## src/rtl/trap_entry_pkg.sv

```systemverilog
package trap_entry_pkg;

  typedef enum logic [1:0] {
    ST_IDLE      = 2'd0,
    ST_SAVE_WAIT = 2'd1,
    ST_UPDATE    = 2'd2,
    ST_DONE      = 2'd3
  } tes_state_e;

  // class codes whose behaviour is special
  localparam int CLS_CTXMGT  = 3;
  localparam int CLS_SYSCALL = 6;
  localparam int CLS_IRQ     = 8;
  localparam int CLS_MAX     = 8;

  // context management TIN codes
  localparam int TIN_FCD = 1;
  localparam int TIN_FCU = 4;

  // status word layout
  localparam int PSW_PRS_LO = 12;
  localparam int PSW_IO_LO  = 10;
  localparam int PSW_IS     = 9;
  localparam int PSW_GW     = 8;
  localparam int PSW_CDE    = 7;
  localparam int PSW_CDC_W  = 7;
  localparam logic [1:0] PSW_IO_SUPER = 2'b10;

  // interrupt control layout
  localparam int ICR_CCPN_W  = 8;
  localparam int ICR_IE      = 8;
  localparam int ICR_PIPN_LO = 16;
  localparam int ICR_PIPN_W  = 8;
  localparam int IRQ_VEC_RSH = 10;

  // previous context layout
  localparam int PCXI_PIE     = 23;
  localparam int PCXI_PCPN_LO = 24;

  localparam int SYSCON_FCDSF = 0;
  localparam int TRAP_VEC_SH  = 5;
  localparam int SYSCALL_STEP = 4;

endpackage

```

## src/rtl/trap_vector_calc.sv

```systemverilog
module trap_vector_calc
  import trap_entry_pkg::*;
#(
  parameter int XLEN    = 32,
  parameter int CLASS_W = 4
) (
  input  logic [CLASS_W-1:0] cls,
  input  logic [XLEN-1:0]    btv,
  input  logic [XLEN-1:0]    biv,
  input  logic [XLEN-1:0]    icr,
  output logic [XLEN-1:0]    vec
);
  localparam logic [XLEN-1:0] PIPN_MASK =
    XLEN'({ICR_PIPN_W{1'b1}}) << ICR_PIPN_LO;

  logic [XLEN-1:0] trap_vec;
  logic [XLEN-1:0] irq_vec;

  always_comb begin
    trap_vec = btv | (XLEN'(cls) << TRAP_VEC_SH);
    irq_vec  = biv | ((icr & PIPN_MASK) >> IRQ_VEC_RSH);
    vec      = (cls == CLASS_W'(CLS_IRQ)) ? irq_vec : trap_vec;
  end
endmodule

```

## src/rtl/trap_ctx_update.sv

```systemverilog
module trap_ctx_update
  import trap_entry_pkg::*;
#(
  parameter int XLEN    = 32,
  parameter int CLASS_W = 4,
  parameter int TIN_W   = 8
) (
  input  logic [CLASS_W-1:0] cls,
  input  logic [TIN_W-1:0]   tin,
  input  logic [XLEN-1:0]    pc,
  input  logic [XLEN-1:0]    vec,
  input  logic [XLEN-1:0]    psw,
  input  logic [XLEN-1:0]    icr,
  input  logic [XLEN-1:0]    pcxi,
  input  logic [XLEN-1:0]    a10,
  input  logic [XLEN-1:0]    isp,
  input  logic [XLEN-1:0]    syscon,
  output logic [XLEN-1:0]    nx_psw,
  output logic [XLEN-1:0]    nx_icr,
  output logic [XLEN-1:0]    nx_pcxi,
  output logic [XLEN-1:0]    nx_a10,
  output logic [XLEN-1:0]    nx_a11,
  output logic [XLEN-1:0]    nx_d15,
  output logic [XLEN-1:0]    nx_syscon
);
  logic is_fcd;
  logic is_sys;

  always_comb begin
    is_fcd = (cls == CLASS_W'(CLS_CTXMGT)) && (tin == TIN_W'(TIN_FCD));
    is_sys = (cls == CLASS_W'(CLS_SYSCALL));

    // status word: supervisor, interrupt stack, fresh call depth
    nx_psw = psw;
    nx_psw[PSW_PRS_LO +: 2]    = 2'b00;
    nx_psw[PSW_IO_LO +: 2]     = PSW_IO_SUPER;
    nx_psw[PSW_IS]             = 1'b1;
    nx_psw[PSW_GW]             = 1'b0;
    nx_psw[PSW_CDE]            = 1'b1;
    nx_psw[PSW_CDC_W-1:0]      = '0;

    nx_icr         = icr;
    nx_icr[ICR_IE] = 1'b0;

    nx_pcxi                                 = pcxi;
    nx_pcxi[PCXI_PIE]                       = icr[ICR_IE];
    nx_pcxi[PCXI_PCPN_LO +: ICR_CCPN_W]     = icr[ICR_CCPN_W-1:0];

    nx_a10 = psw[PSW_IS] ? a10 : isp;

    if (is_fcd)      nx_a11 = vec;
    else if (is_sys) nx_a11 = pc + XLEN'(SYSCALL_STEP);
    else             nx_a11 = pc;

    nx_d15 = XLEN'(tin);

    nx_syscon = syscon;
    if (is_fcd) nx_syscon[SYSCON_FCDSF] = 1'b1;
  end
endmodule

```

## src/rtl/trap_entry_fsm.sv

```systemverilog
module trap_entry_fsm
  import trap_entry_pkg::*;
(
  input  logic clk,
  input  logic rst_n,
  input  logic accept,
  input  logic legal,
  input  logic skip_save,
  input  logic save_done,
  output logic req_ready,
  output logic save_req,
  output logic load_out,
  output logic done,
  output logic err
);
  tes_state_e state_q, state_d;
  logic err_q;

  always_comb begin
    state_d = state_q;
    unique case (state_q)
      ST_IDLE: if (accept && legal) state_d = skip_save ? ST_UPDATE : ST_SAVE_WAIT;
      ST_SAVE_WAIT: if (save_done) state_d = ST_UPDATE;
      ST_UPDATE: state_d = ST_DONE;
      ST_DONE: state_d = ST_IDLE;
      default: state_d = ST_IDLE;
    endcase
  end

  always_ff @(posedge clk or negedge rst_n) begin
    if (!rst_n) begin
      state_q <= ST_IDLE;
      err_q   <= 1'b0;
    end else begin
      state_q <= state_d;
      err_q   <= accept && !legal;
    end
  end

  assign req_ready = (state_q == ST_IDLE);
  assign save_req  = (state_q == ST_SAVE_WAIT);
  assign load_out  = (state_q == ST_UPDATE);
  assign done      = (state_q == ST_DONE);
  assign err       = err_q;

  assert_busy_after_accept_R1: assert property (@(posedge clk) disable iff (!rst_n)
    (accept && legal) |=> !req_ready);
  assert_save_held_R5: assert property (@(posedge clk) disable iff (!rst_n)
    (save_req && !save_done) |=> save_req);
  assert_err_pulse_R11: assert property (@(posedge clk) disable iff (!rst_n)
    err |=> !err);
  assert_done_pulse_R12: assert property (@(posedge clk) disable iff (!rst_n)
    done |=> (!done && req_ready));
endmodule

```

## src/rtl/trap_entry_seq.sv

```systemverilog
module trap_entry_seq
  import trap_entry_pkg::*;
#(
  parameter int XLEN    = 32,
  parameter int CLASS_W = 4,
  parameter int TIN_W   = 8
) (
  input  logic               clk,
  input  logic               rst_n,
  input  logic               req_valid,
  output logic               req_ready,
  input  logic [CLASS_W-1:0] req_class,
  input  logic [TIN_W-1:0]   req_tin,
  input  logic [XLEN-1:0]    req_pc,
  input  logic [XLEN-1:0]    psw_i,
  input  logic [XLEN-1:0]    icr_i,
  input  logic [XLEN-1:0]    pcxi_i,
  input  logic [XLEN-1:0]    a10_i,
  input  logic [XLEN-1:0]    isp_i,
  input  logic [XLEN-1:0]    btv_i,
  input  logic [XLEN-1:0]    biv_i,
  input  logic [XLEN-1:0]    syscon_i,
  output logic               save_req,
  input  logic               save_done,
  output logic               done,
  output logic               err,
  output logic [XLEN-1:0]    new_pc,
  output logic [XLEN-1:0]    psw_o,
  output logic [XLEN-1:0]    icr_o,
  output logic [XLEN-1:0]    pcxi_o,
  output logic [XLEN-1:0]    a10_o,
  output logic [XLEN-1:0]    a11_o,
  output logic [XLEN-1:0]    d15_o,
  output logic [XLEN-1:0]    syscon_o
);
  logic accept, legal, skip_save, load_out;

  logic [CLASS_W-1:0] c_cls;
  logic [TIN_W-1:0]   c_tin;
  logic [XLEN-1:0]    c_pc, c_psw, c_icr, c_pcxi, c_a10, c_isp, c_btv, c_biv, c_sys;

  logic [XLEN-1:0] vec;
  logic [XLEN-1:0] nx_psw, nx_icr, nx_pcxi, nx_a10, nx_a11, nx_d15, nx_sys;

  assign accept    = req_valid && req_ready;
  assign legal     = (req_class <= CLASS_W'(CLS_MAX));
  assign skip_save = (req_class == CLASS_W'(CLS_CTXMGT)) && (req_tin == TIN_W'(TIN_FCU));

  // snapshot of the request and architectural state at acceptance
  always_ff @(posedge clk or negedge rst_n) begin
    if (!rst_n) begin
      c_cls <= '0; c_tin <= '0; c_pc <= '0;
      c_psw <= '0; c_icr <= '0; c_pcxi <= '0; c_a10 <= '0;
      c_isp <= '0; c_btv <= '0; c_biv <= '0; c_sys <= '0;
    end else if (accept && legal) begin
      c_cls <= req_class; c_tin <= req_tin; c_pc <= req_pc;
      c_psw <= psw_i; c_icr <= icr_i; c_pcxi <= pcxi_i; c_a10 <= a10_i;
      c_isp <= isp_i; c_btv <= btv_i; c_biv <= biv_i; c_sys <= syscon_i;
    end
  end

  trap_entry_fsm u_fsm (
    .clk       (clk),
    .rst_n     (rst_n),
    .accept    (accept),
    .legal     (legal),
    .skip_save (skip_save),
    .save_done (save_done),
    .req_ready (req_ready),
    .save_req  (save_req),
    .load_out  (load_out),
    .done      (done),
    .err       (err)
  );

  trap_vector_calc #(.XLEN(XLEN), .CLASS_W(CLASS_W)) u_vec (
    .cls (c_cls),
    .btv (c_btv),
    .biv (c_biv),
    .icr (c_icr),
    .vec (vec)
  );

  trap_ctx_update #(.XLEN(XLEN), .CLASS_W(CLASS_W), .TIN_W(TIN_W)) u_upd (
    .cls       (c_cls),
    .tin       (c_tin),
    .pc        (c_pc),
    .vec       (vec),
    .psw       (c_psw),
    .icr       (c_icr),
    .pcxi      (c_pcxi),
    .a10       (c_a10),
    .isp       (c_isp),
    .syscon    (c_sys),
    .nx_psw    (nx_psw),
    .nx_icr    (nx_icr),
    .nx_pcxi   (nx_pcxi),
    .nx_a10    (nx_a10),
    .nx_a11    (nx_a11),
    .nx_d15    (nx_d15),
    .nx_syscon (nx_sys)
  );

  always_ff @(posedge clk or negedge rst_n) begin
    if (!rst_n) begin
      new_pc <= '0; psw_o <= '0; icr_o <= '0; pcxi_o <= '0;
      a10_o <= '0; a11_o <= '0; d15_o <= '0; syscon_o <= '0;
    end else if (load_out) begin
      new_pc <= vec; psw_o <= nx_psw; icr_o <= nx_icr; pcxi_o <= nx_pcxi;
      a10_o <= nx_a10; a11_o <= nx_a11; d15_o <= nx_d15; syscon_o <= nx_sys;
    end
  end

  assert_no_save_on_fcu_R5: assert property (@(posedge clk) disable iff (!rst_n)
    save_req |-> !((c_cls == CLASS_W'(CLS_CTXMGT)) && (c_tin == TIN_W'(TIN_FCU))));
  assert_is_set_on_done_R8: assert property (@(posedge clk) disable iff (!rst_n)
    done |-> psw_o[PSW_IS]);
  assert_ie_off_on_done_R10: assert property (@(posedge clk) disable iff (!rst_n)
    done |-> !icr_o[ICR_IE]);
  assert_err_keeps_pc_R11: assert property (@(posedge clk) disable iff (!rst_n)
    err |-> ($stable(new_pc) && !save_req && !done));
endmodule

```

## config.mk

```make
export PLATFORM = sky130hd
export DESIGN_NAME = trap_entry_seq
export DESIGN_NICKNAME = d
export VERILOG_FILES = /design/src/rtl/trap_entry_pkg.sv /design/src/rtl/trap_vector_calc.sv /design/src/rtl/trap_ctx_update.sv /design/src/rtl/trap_entry_fsm.sv /design/src/rtl/trap_entry_seq.sv
export SDC_FILE = /design/constraint.sdc
export NUM_CORES = 1
export LEC_CHECK = 0
export BUFFER_PORTS_ARGS = -buffer_cell sky130_fd_sc_hd__buf_2
export CAP_MARGIN = 0
export CORE_UTILIZATION = 31
export DETAILED_ROUTE_END_ITERATION = 10
export GPL_TIMING_DRIVEN = 0
export PLACE_DENSITY_LB_ADDON = 0.08
export SLEW_MARGIN = 30
export SYNTH_ARGS = -nofsm -noshare
export SYNTH_HDL_FRONTEND = slang
export SYNTH_HIERARCHICAL = 1
export SYNTH_SLANG_ARGS = --single-unit
```

## constraint.sdc

```tcl
create_clock -name clk -period 6 [get_ports clk]
set_input_delay 1.2 -clock clk [delete_from_list [all_inputs] [get_ports clk]]
set_output_delay 1.2 -clock clk [all_outputs]
set_load 0.005 [all_outputs]
```

== Word-level counts from Yosys, hierarchy flattened ==
Cells that the tools add are included.

* Bitwise gates (word level): 2
* Equal/unequal tests: 11
* $lt $le $gt $ge: 1
* Add/subtract/negate cells: 1
* Reductions and logical operators: 8
* Multiplexer cells: 9

{| class="wikitable"
|+ Operators with widths
! kind !! number
|-
| 2-to-1 mux 32 bit || 4
|-
| adder 32 x 3 -> 32 bit, second input constant || 1
|-
| OR 32 x 14 -> 32 bit || 1
|-
| OR 32 x 9 -> 32 bit || 1
|-
| == test 4 x 2 -> 1 bit, second input constant || 2
|-
| == test 8 x 1 -> 1 bit, second input constant || 1
|-
| == test 8 x 3 -> 1 bit, second input constant || 1
|-
| one-hot mux 2 bit (4 select lines) || 1
|-
| 2-to-1 mux 2 bit || 3
|-
| logical AND 1 bit || 5
|-
| == test 2 bit, second input constant || 2
|-
| == test 4 x 3 -> 1 bit, second input constant || 1
|-
| == test 4 bit, second input constant || 1
|-
| less-or-equal comparator 4 bit, second input constant || 1
|-
| inequality test 2 x 1 -> 1 bit, second input constant || 2
|-
| == test 2 x 1 -> 1 bit, second input constant || 1
|-
| logical NOT 2 bit || 1
|-
| AND reduction 2 bit || 1
|-
| logical NOT 1 bit || 1
|-
| 2-to-1 mux 1 bit || 1
|}

* Register bits after elaboration: 514
* Output and inout port bits: 260
* Word-level logic and storage cells: 53

== Depth between registers and ports, before layout ==
* Depth after elaboration: 5
* Gate-level depth with buffers: 8

== Cells and area by module ==
Netlist, hierarchy kept.

{| class="wikitable"
|+ Modules (own cells, without submodules)
! module !! area an instance (um^2) !! seq. area each (um^2) !! instances !! cells each
|-
| trap_entry_seq || 21668.3 || 13913.3 || 1 || 1183
|-
| trap_ctx_update || 2556.2 || 0.0 || 1 || 360
|-
| trap_vector_calc || 469.2 || 0.0 || 1 || 54
|-
| trap_entry_fsm || 203.9 || 75.1 || 1 || 18
|}

== Least setup slack after synthesis ==
Ideal clock, no wire load.

* Path kind: input port to flip-flop
* From: in req_class[2]
* To: reg c_a10[0]
* Stages on the path: 6
* Slack: 3512 ps
* Setup time: 125 ps
* Data required time: 5875 ps
* Arrival time: 2363 ps
* Cells stage by stage: o31ai_4 and2_4 buf_8 buf_12 buf_12 mux2_4

* Word-level cells in the longest chain between the ends: 2

{| class="wikitable"
|+ RTL lines
! element !! RTL line !! RTL
|-
| from (decl) || trap_entry_seq.sv:12 || <nowiki>input logic [CLASS_W-1:0] req_class,</nowiki>
|-
| less-or-equal comparator 4 bit || trap_entry_seq.sv:46 || <nowiki>assign legal = (req_class <= CLASS_W'(CLS_MAX));</nowiki>
|-
| logical AND 1 bit || trap_entry_seq.sv:55 || <nowiki>end else if (accept && legal) begin</nowiki>
|-
| to (signal assigned) || trap_entry_seq.sv:57 || <nowiki>c_psw <= psw_i; c_icr <= icr_i; c_pcxi <= pcxi_i; c_a10 <= a10_i;</nowiki>
|-
| to (decl) || trap_entry_seq.sv:40 || <nowiki>logic [XLEN-1:0] c_pc, c_psw, c_icr, c_pcxi, c_a10, c_isp, c_btv, c_biv, c_sys;</nowiki>
|}

Every way passes these cells.
A chain may end at the register's enable or synchronous reset.

== Final worst setup path ==
* From: reg c_cls[1]
* To: reg a11_o[16]

* Word-level cells in the longest chain between the ends: 3
* Elaborated cells on any way between the ends: 7
* Classes of those cells: eq/ne (3); mux (3); reduce/logical (1)

{| class="wikitable"
|+ RTL lines
! element !! RTL line !! RTL
|-
| from (decl) || trap_entry_seq.sv:38 || <nowiki>logic [CLASS_W-1:0] c_cls;</nowiki>
|-
| from (signal assigned) || trap_entry_seq.sv:56 || <nowiki>c_cls <= req_class; c_tin <= req_tin; c_pc <= req_pc;</nowiki>
|-
| == test 4 x 3 -> 1 bit (tied with other cells) || trap_ctx_update.sv:31 || <nowiki>is_sys = (cls == CLASS_W'(CLS_SYSCALL));</nowiki>
|-
| 2-to-1 mux 32 bit (tied with other cells) || trap_ctx_update.sv:52 || <nowiki>else if (is_sys) nx_a11 = pc + XLEN'(SYSCALL_STEP);</nowiki>
|-
| 2-to-1 mux 32 bit * || trap_ctx_update.sv:51 || <nowiki>if (is_fcd) nx_a11 = vec;</nowiki>
|-
| net nx_a11[16] || trap_entry_seq.sv:43 || <nowiki>logic [XLEN-1:0] nx_psw, nx_icr, nx_pcxi, nx_a10, nx_a11, nx_d15, nx_sys;</nowiki>
|-
| to (signal assigned) || trap_entry_seq.sv:110 || <nowiki>a10_o <= nx_a10; a11_o <= nx_a11; d15_o <= nx_d15; syscon_o <= nx_sys;</nowiki>
|-
| to (decl) || trap_entry_seq.sv:32 || <nowiki>output logic [XLEN-1:0] a11_o,</nowiki>
|}

Mark *: on every way through the listed nets, which the timed path passes. The rest lies on a longest branch.

==> impl_metrics.csv <==
group,metric,value,unit
run_status,outcome,"complete, no violations",
global_route,first_global_vias,15710,
clock_tree,clkLatencyLatePin,0.61,ns
layout,synthToLayoutAreaGrowth,27.59,%
clock_tree,tritoncts,"built",
flow_run,max-cap-violations,0,
setup_path,rrSetupSlack,3.05,ns
placement,io_buffers,541,
routing,ant_nets,0,
timing,finalMaxSlewViolations,0,
routing,drtPass1Iterations,4,
timing,tns,0,ns
floorplan,die_y,280.4,um
timing,relSlewSlack,0.3738,
timing,finalHoldViolCount,0,
clock_tree,cts_sinks,537,
setup_path,startpoint_type,"flop",
placement,pre_cts_slack,2.980,ns
synthesis,yosysWarnings,6,
floorplan,dieWidth,280.4,um
floorplan,die_area,78600,um^2
layout,postLayoutCoreUtil,0.4015,
clock_tree,cts_inserted_buffers,67,
routing,wl_per_cell,20.47,um
clock_tree,postCtsSetupBuffers,0,
timing,tightest_slew,0.9307,ns
clock_tree,root_buffer,"clkbuf_16",
global_route,grt_usage,0.1727,
timing,final.period_utilization,0.4916,
clock_tree,clk_transition_reported_paths,0.06,ns
synthesis,synth_area,24020,um^2
floorplan,rows,101,
layout,multiInputGateArea,8732,um^2
routing,vias,14390,
placement,place_congestion,0.7835,
global_route,grt-ovfl-total,0,
clock_tree,h-tree-depth,3,
timing,skew,0.03208,ns
pwr,p_per_area,559.9,nW/um^2
floorplan,initial_core_util,0.3147,
setup_path,cp.required,6.46,ns
placement,place_area,28390,um^2
routing,viasPerCell,4.343,
setup_path,path_max_fanout,10,
synthesis,syn_inst,1571,
clock_tree,clk_path_buf_depth,3,
layout,drive_above_1_share,0.6435,
timing,rsz0062_at_grt,"no",
setup_path,r2r_cells,6,
routing,drt_iter0_drc,433,
setup_path,critical_path_class,"reg2reg",
hold_path,holdCritPathClass,"in2async",
setup_path,cp-end-kind,"flop",
floorplan,ios,564,
clock_tree,cts_resized,0,
timing,fmax,0.3390,GHz
placement,hpwl,50840,um
routing,route.detailed.drc,0,
floorplan,core,76330,um^2
setup_path,crit_arrival,3.41,ns
global_route,grt_max_degree,85,
timing,layout_setup_ws,3.050,ns
pwr,p_leak,14.45,nW
layout,final_nets,2535,
pwr,peakVddDrop,0.0002332,V
clock_tree,holdBufCountCts,0,
synthesis,postSynthAreaPerCell,15.29,um^2
layout,fillCellCount,7379,
routing,drt_wl_total,67850,um
placement,placed_cells,3187,
layout,instances_no_fill,3314,
timing,min_period,2.950,ns
global_route,grt_pass1_wl,101400,um
layout,seq_area,13440,um^2
timing,setup_viol,0,
layout,finalInstanceArea,30650,um^2
setup_path,r2r-end,"a11_o[16]$_DFFE_PN0P_",
global_route,grt_antenna_before_repair,27,
setup_path,timing.rr.start,"c_cls[1]$_DFFE_PN0P_",
-- metrics by stage --
| stage | hold WS (ns) | power, mW |
|---|---|---|
| global route | 0.4988 | 18.30 |
| detailed placement | 0.4871 | 13.28 |
| floorplan | 0.4715 | 10.85 |
| CTS | 0.4757 | 17.50 |
| finish | 0.4964 | 17.16 |
| global placement | 0.4845 | 13.10 |
-- area by class of cell --
type / instances / share of cell area
flip-flops and latches: 537 / 0.4385
multi-input cells: 823 / 0.2849
repair buffers: 549 / 0.09586
clock buffers: 106 / 0.06610
plain buffers: 237 / 0.06393
well taps: 1030 / 0.04205
clock inverters: 12 / 0.006573
inverters: 11 / 0.001347
diodes: 9 / 0.0007349
-- placed cells by master (no fill, tap or decap), types with 12 or more instances in the layout --
cell and n:
buf_12 22, mux2_4 179, a21oi_1 27, nor2_1 42, nand2_1 14, mux2_2 407
conb_1 39, clkbuf_8 16, buf_4 165, clkbuf_1 31, xor2_1 21, mux2i_1 12
buf_2 567, dfrtp_1 537, nand3_1 12, clkbuf_16 69
-- worst max path at each step --
| stage | from | depth (start not counted) | endpoint |
|---|---|---|---|
| CTS | c_cls[1]$_DFFE_PN0P_ | 6 | a11_o[16]$_DFFE_PN0P_ |
| detailed placement | c_cls[1]$_DFFE_PN0P_ | 6 | a11_o[16]$_DFFE_PN0P_ |
| global placement | rst_n | 1 | c_sys[9]$_DFFE_PN0P_ |
| floorplan | req_class[2] | 6 | c_a10[0]$_DFFE_PN0P_ |
| finish | c_cls[1]$_DFFE_PN0P_ | 6 | a11_o[16]$_DFFE_PN0P_ |
| global route | c_cls[1]$_DFFE_PN0P_ | 6 | a11_o[16]$_DFFE_PN0P_ |
-- worst max-delay path, stage by stage, from the launching register on --
cell and delay (ns):
dfrtp_1 0.48, nor4bb_1 0.19, nand3_1 0.51, clkbuf_1 0.66, clkbuf_1 0.51, a21oi_1 0.16, mux2_2 0.29
-- power breakdown --
group / internal [mW] / switching (mW)
registers: 5.50 / 1.06
logic: 4.05 / 2.48
clock network: 2.49 / 1.58
total: 12.0 / 5.12
-- per-layer routing --
| layer | up-vias | track usage | wire [um] |
|---|---|---|---|
| met4 | 36 | 0.05619 | 1802 |
| met2 | 366 | 0.2873 | 33150 |
| li1 | 6615 | - | - |
| met3 | 126 | 0.05746 | 4758 |
| met5 | - | 0 | 246 |
| met1 | 7250 | 0.2094 | 27890 |
(Power assumes the default switching activity.)
